[config.mk]
export PLATFORM = sky130hd
export DESIGN_NAME = burst_addr_seq
export DESIGN_NICKNAME = d
export VERILOG_FILES = /design/src/rtl/burst_seq_pkg.sv /design/src/rtl/burst_step_ctr.sv /design/src/rtl/burst_order_map.sv /design/src/rtl/burst_addr_seq.sv
export SDC_FILE = /design/constraint.sdc
export NUM_CORES = 1
export LEC_CHECK = 0
export BUFFER_PORTS_ARGS = -buffer_cell sky130_fd_sc_hd__buf_4
export CAP_MARGIN = 15
export CORE_UTILIZATION = 55
export CTS_BUF_LIST = sky130_fd_sc_hd__clkbuf_4
export DETAILED_ROUTE_END_ITERATION = 8
export PLACE_DENSITY = 0.91
export SLEW_MARGIN = 20
export SYNTH_ARGS = -nofsm -noshare
export SYNTH_HDL_FRONTEND = slang
export SYNTH_HIERARCHICAL = 1
export SYNTH_SLANG_ARGS = --single-unit
[constraint.sdc]
create_clock -name clk -period 2.2 [get_ports clk]
set_clock_uncertainty 0.1 [all_clocks]
set_input_delay 0 -clock clk [delete_from_list [all_inputs] [get_ports clk]]
set_output_delay 0 -clock clk [all_outputs]
set_load 0.01 [all_outputs]
[src/rtl/burst_seq_pkg.sv]
package burst_seq_pkg;

  typedef enum logic {
    ORD_LINEAR     = 1'b0,
    ORD_INTERLEAVE = 1'b1
  } burst_order_e;

endpackage

[src/rtl/burst_step_ctr.sv]
module burst_step_ctr #(
  parameter int CNT_W = 2
) (
  input  logic             clk,
  input  logic             rst,
  input  logic             load,
  input  logic             step,
  output logic [CNT_W-1:0] cnt_q,
  output logic [CNT_W-1:0] cnt_nxt
);

  localparam logic [CNT_W-1:0] ONE = CNT_W'(1);

  always_comb begin
    cnt_nxt = cnt_q;
    if (load)      cnt_nxt = '0;
    else if (step) cnt_nxt = cnt_q + ONE;
  end

  always_ff @(posedge clk) begin
    if (rst) cnt_q <= '0;
    else     cnt_q <= cnt_nxt;
  end

  // Counter behaviour relative to its own inputs over time
  AST_CTR_LOAD_ZERO: assert property (@(posedge clk) disable iff (rst)
    load |=> cnt_q == '0);
  AST_CTR_STEP: assert property (@(posedge clk) disable iff (rst)
    (!load && step) |=> cnt_q == $past(cnt_q) + ONE);
  AST_CTR_HOLD: assert property (@(posedge clk) disable iff (rst)
    (!load && !step) |=> $stable(cnt_q));

endmodule

[src/rtl/burst_order_map.sv]
module burst_order_map
  import burst_seq_pkg::*;
#(
  parameter int CNT_W = 2
) (
  input  logic [CNT_W-1:0] base_lo,
  input  logic [CNT_W-1:0] step_k,
  input  burst_order_e     order,
  output logic [CNT_W-1:0] offs_lo
);

  logic [CNT_W-1:0] lin_lo;
  logic [CNT_W-1:0] ilv_lo;

  // Linear: modular sum; interleaved: bitwise XOR per position
  assign lin_lo = base_lo + step_k;

  for (genvar b = 0; b < CNT_W; b++) begin : g_xor
    assign ilv_lo[b] = base_lo[b] ^ step_k[b];
  end

  always_comb begin
    unique case (order)
      ORD_INTERLEAVE: offs_lo = ilv_lo;
      default:        offs_lo = lin_lo;
    endcase
  end

endmodule

[src/rtl/burst_addr_seq.sv]
module burst_addr_seq
  import burst_seq_pkg::*;
#(
  parameter int ADDR_W = 20,
  parameter int CNT_W  = 2
) (
  input  logic              clk,
  input  logic              rst,
  input  logic [ADDR_W-1:0] ext_addr,
  input  logic              start_a,
  input  logic              start_b,
  input  logic              advance,
  input  logic              order_sel,
  output logic [ADDR_W-1:0] cur_addr
);

  localparam int HI_W = ADDR_W - CNT_W;

  logic              load;
  logic              step;
  logic [CNT_W-1:0]  cnt_q;
  logic [CNT_W-1:0]  cnt_nxt;
  logic [CNT_W-1:0]  offs_lo;
  logic [ADDR_W-1:0] base_q;
  logic [ADDR_W-1:0] addr_q;
  burst_order_e      order;

  assign load  = start_a | start_b;
  assign step  = advance & ~load;
  assign order = burst_order_e'(order_sel);

  burst_step_ctr #(.CNT_W(CNT_W)) u_ctr (
    .clk     (clk),
    .rst     (rst),
    .load    (load),
    .step    (step),
    .cnt_q   (cnt_q),
    .cnt_nxt (cnt_nxt)
  );

  burst_order_map #(.CNT_W(CNT_W)) u_map (
    .base_lo (base_q[CNT_W-1:0]),
    .step_k  (cnt_nxt),
    .order   (order),
    .offs_lo (offs_lo)
  );

  always_ff @(posedge clk) begin
    if (rst) begin
      base_q <= '0;
      addr_q <= '0;
    end else if (load) begin
      base_q <= ext_addr;
      addr_q <= ext_addr;
    end else if (step) begin
      addr_q <= {base_q[ADDR_W-1:CNT_W], offs_lo};
    end
  end

  assign cur_addr = addr_q;

  AST_LOAD_ADDR: assert property (@(posedge clk) disable iff (rst)
    (start_a || start_b) |=> cur_addr == $past(ext_addr));
  AST_HOLD_IDLE: assert property (@(posedge clk) disable iff (rst)
    (!start_a && !start_b && !advance) |=> $stable(cur_addr));
  AST_UPPER_FIXED: assert property (@(posedge clk) disable iff (rst)
    (!start_a && !start_b) |=>
      cur_addr[ADDR_W-1:CNT_W] == $past(cur_addr[ADDR_W-1:CNT_W]));
  AST_LINEAR_STEP: assert property (@(posedge clk) disable iff (rst)
    (!start_a && !start_b && advance && !order_sel && !$past(order_sel)) |=>
      cur_addr[CNT_W-1:0] == $past(cur_addr[CNT_W-1:0]) + CNT_W'(1));
  AST_STROBE_WINS: assert property (@(posedge clk) disable iff (rst)
    (start_a && start_b && advance) |=> cur_addr == $past(ext_addr));

  initial begin
    AST_WIDTHS: assert (HI_W >= 0 && CNT_W >= 1);
  end

endmodule

# Word level (Yosys, flattened, before mapping)
# Cells that the tools add are included.
op_classes:
  n_addsub: 2
  muxes: 5
  n_bitwise: 5
  reduce_logical: 1
ops:
  columns: ["op", "n"]
  rows:
  - ["20-bit two-way mux", 2]
  - ["2-bit two-way mux", 3]
  - ["2-bit by 1-bit adder with 2-bit output (second input constant)", 1]
  - ["2-bit adder", 1]
  - ["2-bit nonzero test", 1]
  - ["1-bit XOR", 2]
  - ["1-bit AND", 1]
  - ["1-bit NOT", 1]
  - ["1-bit OR", 1]
totals:
  ff_bits: 42
  elab_cells: 16

# Logic depth before layout (Yosys ltp)
logic_depth:
  word_depth: 9
  depth_mapped: 10

# By module
# Netlist, hierarchy kept.
modules_own_cells:
  columns: ["module", "instances", "cells_per_inst", "area_per_inst_um2", "seq_area_each_um2"]
  rows:
  - ["burst_addr_seq", 1, 190, 1870.5, 800.8]
  - ["burst_step_ctr", 1, 9, 92.6, 40.0]
  - ["burst_order_map", 1, 4, 36.3, 0.0]

# Worst setup path before layout
# No wires, ideal clock.
synth_path:
  path_kind: "input to register"
  from: "in advance"
  to: "reg addr_q[1], in the netlist cur_addr[1]"
  t_arrival_ps: 1384
  required_time_ps: 2014
  setup_slack_ps: 631
  stages: 10
  cell_sequence: "buf_2 -> buf_4 -> and2_1 -> xnor2_1 -> nor2_1 -> ha_1 -> nor2b_1 -> xnor2_1 -> mux2i_1 -> a211oi_1"
synth_via:
  elab_chain_len: 7
synth_lines:
  columns: ["element", "line", "source"]
  rows:
  - ["start, declared", "burst_addr_seq.sv:12", "input logic advance,"]
  - ["1-bit AND", "burst_addr_seq.sv:29", "assign step = advance & ~load;"]
  - ["net step", "burst_addr_seq.sv:20", "logic step;"]
  - ["2-bit two-way mux", "burst_step_ctr.sv:17", "else if (step) cnt_nxt = cnt_q + ONE;"]
  - ["2-bit two-way mux", "burst_step_ctr.sv:16", "if (load) cnt_nxt = '0;"]
  - ["net cnt_nxt[0]", "burst_addr_seq.sv:22", "logic [CNT_W-1:0] cnt_nxt;"]
  - ["2-bit adder", "burst_order_map.sv:16", "assign lin_lo = base_lo + step_k;"]
  - ["2-bit two-way mux", "burst_order_map.sv:23", "unique case (order)"]
  - ["net offs_lo[1]", "burst_addr_seq.sv:23", "logic [CNT_W-1:0] offs_lo;"]
  - ["20-bit two-way mux", "burst_addr_seq.sv:55", "end else if (step) begin"]
  - ["20-bit two-way mux", "burst_addr_seq.sv:52", "end else if (load) begin"]
  - ["end signal, assigned", "burst_addr_seq.sv:54", "addr_q <= ext_addr;"]
  - ["end signal, assigned", "burst_addr_seq.sv:56", "addr_q <= {base_q[ADDR_W-1:CNT_W], offs_lo};"]
  - ["end, declared", "burst_addr_seq.sv:25", "logic [ADDR_W-1:0] addr_q;"]
# The timed path passes the listed nets, and every way through them passes these cells. The select of a mux whose other input is x is not followed.
# A chain may end at the register's enable or synchronous reset.

# Worst setup path after layout
layout_path:
  from: "in start_b"
  to: "reg addr_q[1], in the netlist cur_addr[1]"
layout_via:
  elab_chain_len: 9
layout_lines:
  columns: ["element", "line", "source"]
  rows:
  - ["start, declared", "burst_addr_seq.sv:11", "input logic start_b,"]
  - ["1-bit OR", "burst_addr_seq.sv:28", "assign load = start_a | start_b;"]
  - ["1-bit NOT", "burst_addr_seq.sv:29", null]
  - ["1-bit AND", "burst_addr_seq.sv:29", null]
  - ["net step", "burst_addr_seq.sv:20", null]
  - ["2-bit two-way mux", "burst_step_ctr.sv:17", null]
  - ["2-bit two-way mux", "burst_step_ctr.sv:16", null]
  - ["net cnt_nxt[0]", "burst_addr_seq.sv:22", null]
  - ["2-bit adder", "burst_order_map.sv:16", null]
  - ["2-bit two-way mux", "burst_order_map.sv:23", null]
  - ["net offs_lo[1]", "burst_addr_seq.sv:23", null]
  - ["20-bit two-way mux", "burst_addr_seq.sv:55", null]
  - ["20-bit two-way mux", "burst_addr_seq.sv:52", null]
# The timed path passes the listed nets, and every way through them passes these cells. The select of a mux whose other input is x is not followed.

==> qor.yml <==
critPathTopFamily: "buffers and inverters"
worst-r2r-cell-count: 7
clock_latency_ns: 0.36
multi_input_area_sq_um: 1007
syn_area_per_cell_sq_um: 9.849
drt_wl_total_um: 4690
power_frac_clock_pct: 24.0
viasPerCell: 5.673
grt_pass1_vias: 1647
ys_seq_area_share_pct: 42.05
max_freq_mhz: 524.5
hold_viol: 0
finalCriticalPeriod_ns: 1.906
r2r_start: "u_ctr/cnt_q[0]"
grt_overflow_total: 0
die_area_sq_um: 3881
p_switching_uw: 412.2
gp_congestion: 0.7595
status: "complete, no violations"
synth_cell_types: 27
drcViolationCount: 0
synth_nets: 230
clock_sinks: 42
diodes: 0
grt_max_degree: 61
ctsResizeCount: 0
worst_slew_pin_slew_ns: 0.5209
hold_class: "primary input to register"
peakVddDrop_mv: 0.4351
fin_hold_ws_ns: 0.06560
p_int_mw: 1.091
gr-usage-all-layers_pct: 25.84
path_class: "primary input to register"
dr.first_iter.drc_count: 86
cp_max_fo: 8
finalSetupTns_ns: 0
clock_path_buffers: 2
post-route-period-util_pct: 86.65
power.density_nw_per_um2: 572.1
critPathArrivalTime_ns: 2.10
yosysTopAreaCell: "dfxtp_1"
drt_pass1_iterations: 4
crit_buf_inv: 2
start_util_pct: 58.53
critPathMaxStageDelay_ns: 0.53
ctsHtreeMaxLevel: 2
fillers: 235
post-place-ws_ns: 0.4718
ys_seq_elements: 42
maxSlewViolCount: 0
nets: 292
synth_top_area_share_pct: 42.05
path_common_cell: "xnor2_1"
crit_slowest_cell: "dlygate4sd3_1"
power.share.combinational_pct: 20.3
cts_buffers: 5
die_x_um: 62.30
ys_warn_count: 6
core_area_sq_um: 3416
final_cells: 312
cellLeakagePower_nw: 1.114
hold_end: "cur_addr[10]"
crit_chain: "dlygate4sd3_1 -> buf_4 -> nor2_4 -> and2_1 -> xnor2_1 -> nor2_1 -> ha_1 -> nor2b_1 -> xnor2_1 -> mux2i_1 -> a211oi_1"
synth_area_sq_um: 1999
register_area_sq_um: 840.8
num_vias: 1770
clk_pin_slew_ns: 0.12
drv_cap: 0
drive_above_1_share_pct: 21.05
synth_cells: 203
grt_pass1_wl_um: 7776
required_ns: 2.40
worstReg2RegEnd: "cur_addr[1]"
setup_viol: 0
critPathCaptureType: "register"
fin_util_pct: 76.92
postRouteAntennaNets: 0
pin_count: 46
hpwlAfterDp_um: 2573
fp.dieH_um: 62.30
cts_tree: "yes"
rsz0062_at_grt: "false"
cp-start-kind: "primary input"
seq_power_share_pct: 55.7
r2r_slack_ns: 0.64
grt_antenna_before_repair: 0
slew-limit-headroom_pct: 65.28
setup_slack_ns: 0.2936
dp.cells: 275
switching_share_pct: 27.42
rows: 21
min_path_cells: 3
synth_area_leaders: "dfxtp_1 42%, or3b_1 8.8%, a211oi_1 7.5%, mux2i_1 7.5%, o21ba_1 7.5%"
area_growth_pct: 31.41
hp-start: "advance"
wl_per_cell_um: 15.03
port_buffers: 45
cts-root-buf: "clkbuf_4"
## stage by stage
step                area (sq um)  power [mW]
global route                2628       1.592
detailed placement          2288       1.109
global placement            2288       1.102
floorplan                   1999       1.013
CTS                         2618       1.500
finish                      2628       1.503
## sequential cells by signal, indices dropped and copies added, names as in the netlist
register     flops
base_q          20
cur_addr        20
u_ctr/cnt_q      2
## power groups by stage
stage,Combinational [mW],Sequential (mW),Clock (mW)
finish,0.305,0.838,0.361
floorplan,0.154,0.860,0
global route,0.329,0.843,0.420
global placement,0.251,0.852,0
detailed placement,0.257,0.853,0
CTS,0.299,0.836,0.364
## cells in the mapped netlist
cell and instances:
nor3_1 1, a21bo_1 1, mux2i_1 15, a21oi_1 21, nor2_4 1, nand2b_1 5
a211oi_1 20, nand3b_1 1, a221oi_1 5, o21ai_0 9, buf_2 7, buf_6 4
xnor2_1 3, inv_2 1, nor2_1 1, buf_1 2, clkbuf_1 7, or3b_1 20
o21ba_1 15, nor2b_1 1, o21ai_1 11, ha_1 1, and2_1 1, buf_4 2
inv_1 5, dfxtp_1 42, a211oi_2 1
## routing by layer
metal,global-route usage (%),up-vias,wire [um]
li1,-,872,-
met1,30.95,837,1983
met2,44.37,49,2438
met3,6.618,12,176
met4,9.593,0,92
met5,0,-,0
## worst max-delay path by stage
stage | cells after the start | endpoint | start
floorplan | 10 | cur_addr[1] | advance
global placement | 9 | cur_addr[1] | advance
detailed placement | 9 | cur_addr[1] | advance
CTS | 11 | cur_addr[1] | start_b
global route | 6 | cur_addr[15] | start_a
finish | 11 | cur_addr[1] | start_b
## cells in the final DEF, fill, tap and decap left out, types with 3 or more instances in the layout
cell / netlist / final
mux2i_1: 15 / 15
o21ai_1: 11 / 11
a221oi_1: 5 / 5
o21ai_0: 9 / 9
or3b_1: 20 / 20
a211oi_1: 20 / 20
inv_1: 5 / 5
clkinv_1: 0 / 3
buf_4: 2 / 48
nand2b_1: 5 / 5
xnor2_1: 3 / 3
a21oi_1: 21 / 21
dfxtp_1: 42 / 42
clkbuf_4: 0 / 5
o21ba_1: 15 / 15
dlygate4sd3_1: 0 / 29
## area by class of cell
class	count	area share, %
Clock inverter	3	0.4286
Multi-Input combinational cell	133	38.33
Timing Repair Buffer	77	24.76
Tap cell	46	2.190
Sequential cell	42	32.00
Inverter	6	0.8571
Clock buffer	5	1.429
## worst register-to-register path: cells and delay by family (launching register included)
family | cells | cell delay, ns
AOI/OAI and AO/OA | 1 | 0.22
muxes | 1 | 0.09
xor gates and xnor gates | 2 | 0.37
and+or+nand+nor | 2 | 0.20
adders and majority gates | 1 | 0.17
DFF | 1 | 0.36
## repair_timing
| action | in CTS | in global routing |
|---|---|---|
| hold buffers | 28 | 1 |
| setup buffers | 0 | 0 |
| endpoints found under the hold margin | 42 | 1 |
## cell families (layout without fill, tap and decap cells)
| group | after synthesis | count (layout) | synth area share (%) |
|---|---|---|---|
| compound gates | 83 | 83 | 28.60 |
| xor+xnor | 3 | 3 | 1.314 |
| fa+ha+maj | 1 | 1 | 0.6257 |
| buf+inv | 28 | 91 | 7.572 |
| flops | 42 | 42 | 42.05 |
| mux | 15 | 15 | 7.509 |
| simple gates | 31 | 31 | 12.33 |
No activity file was read; power rests on OpenSTA's default activity.
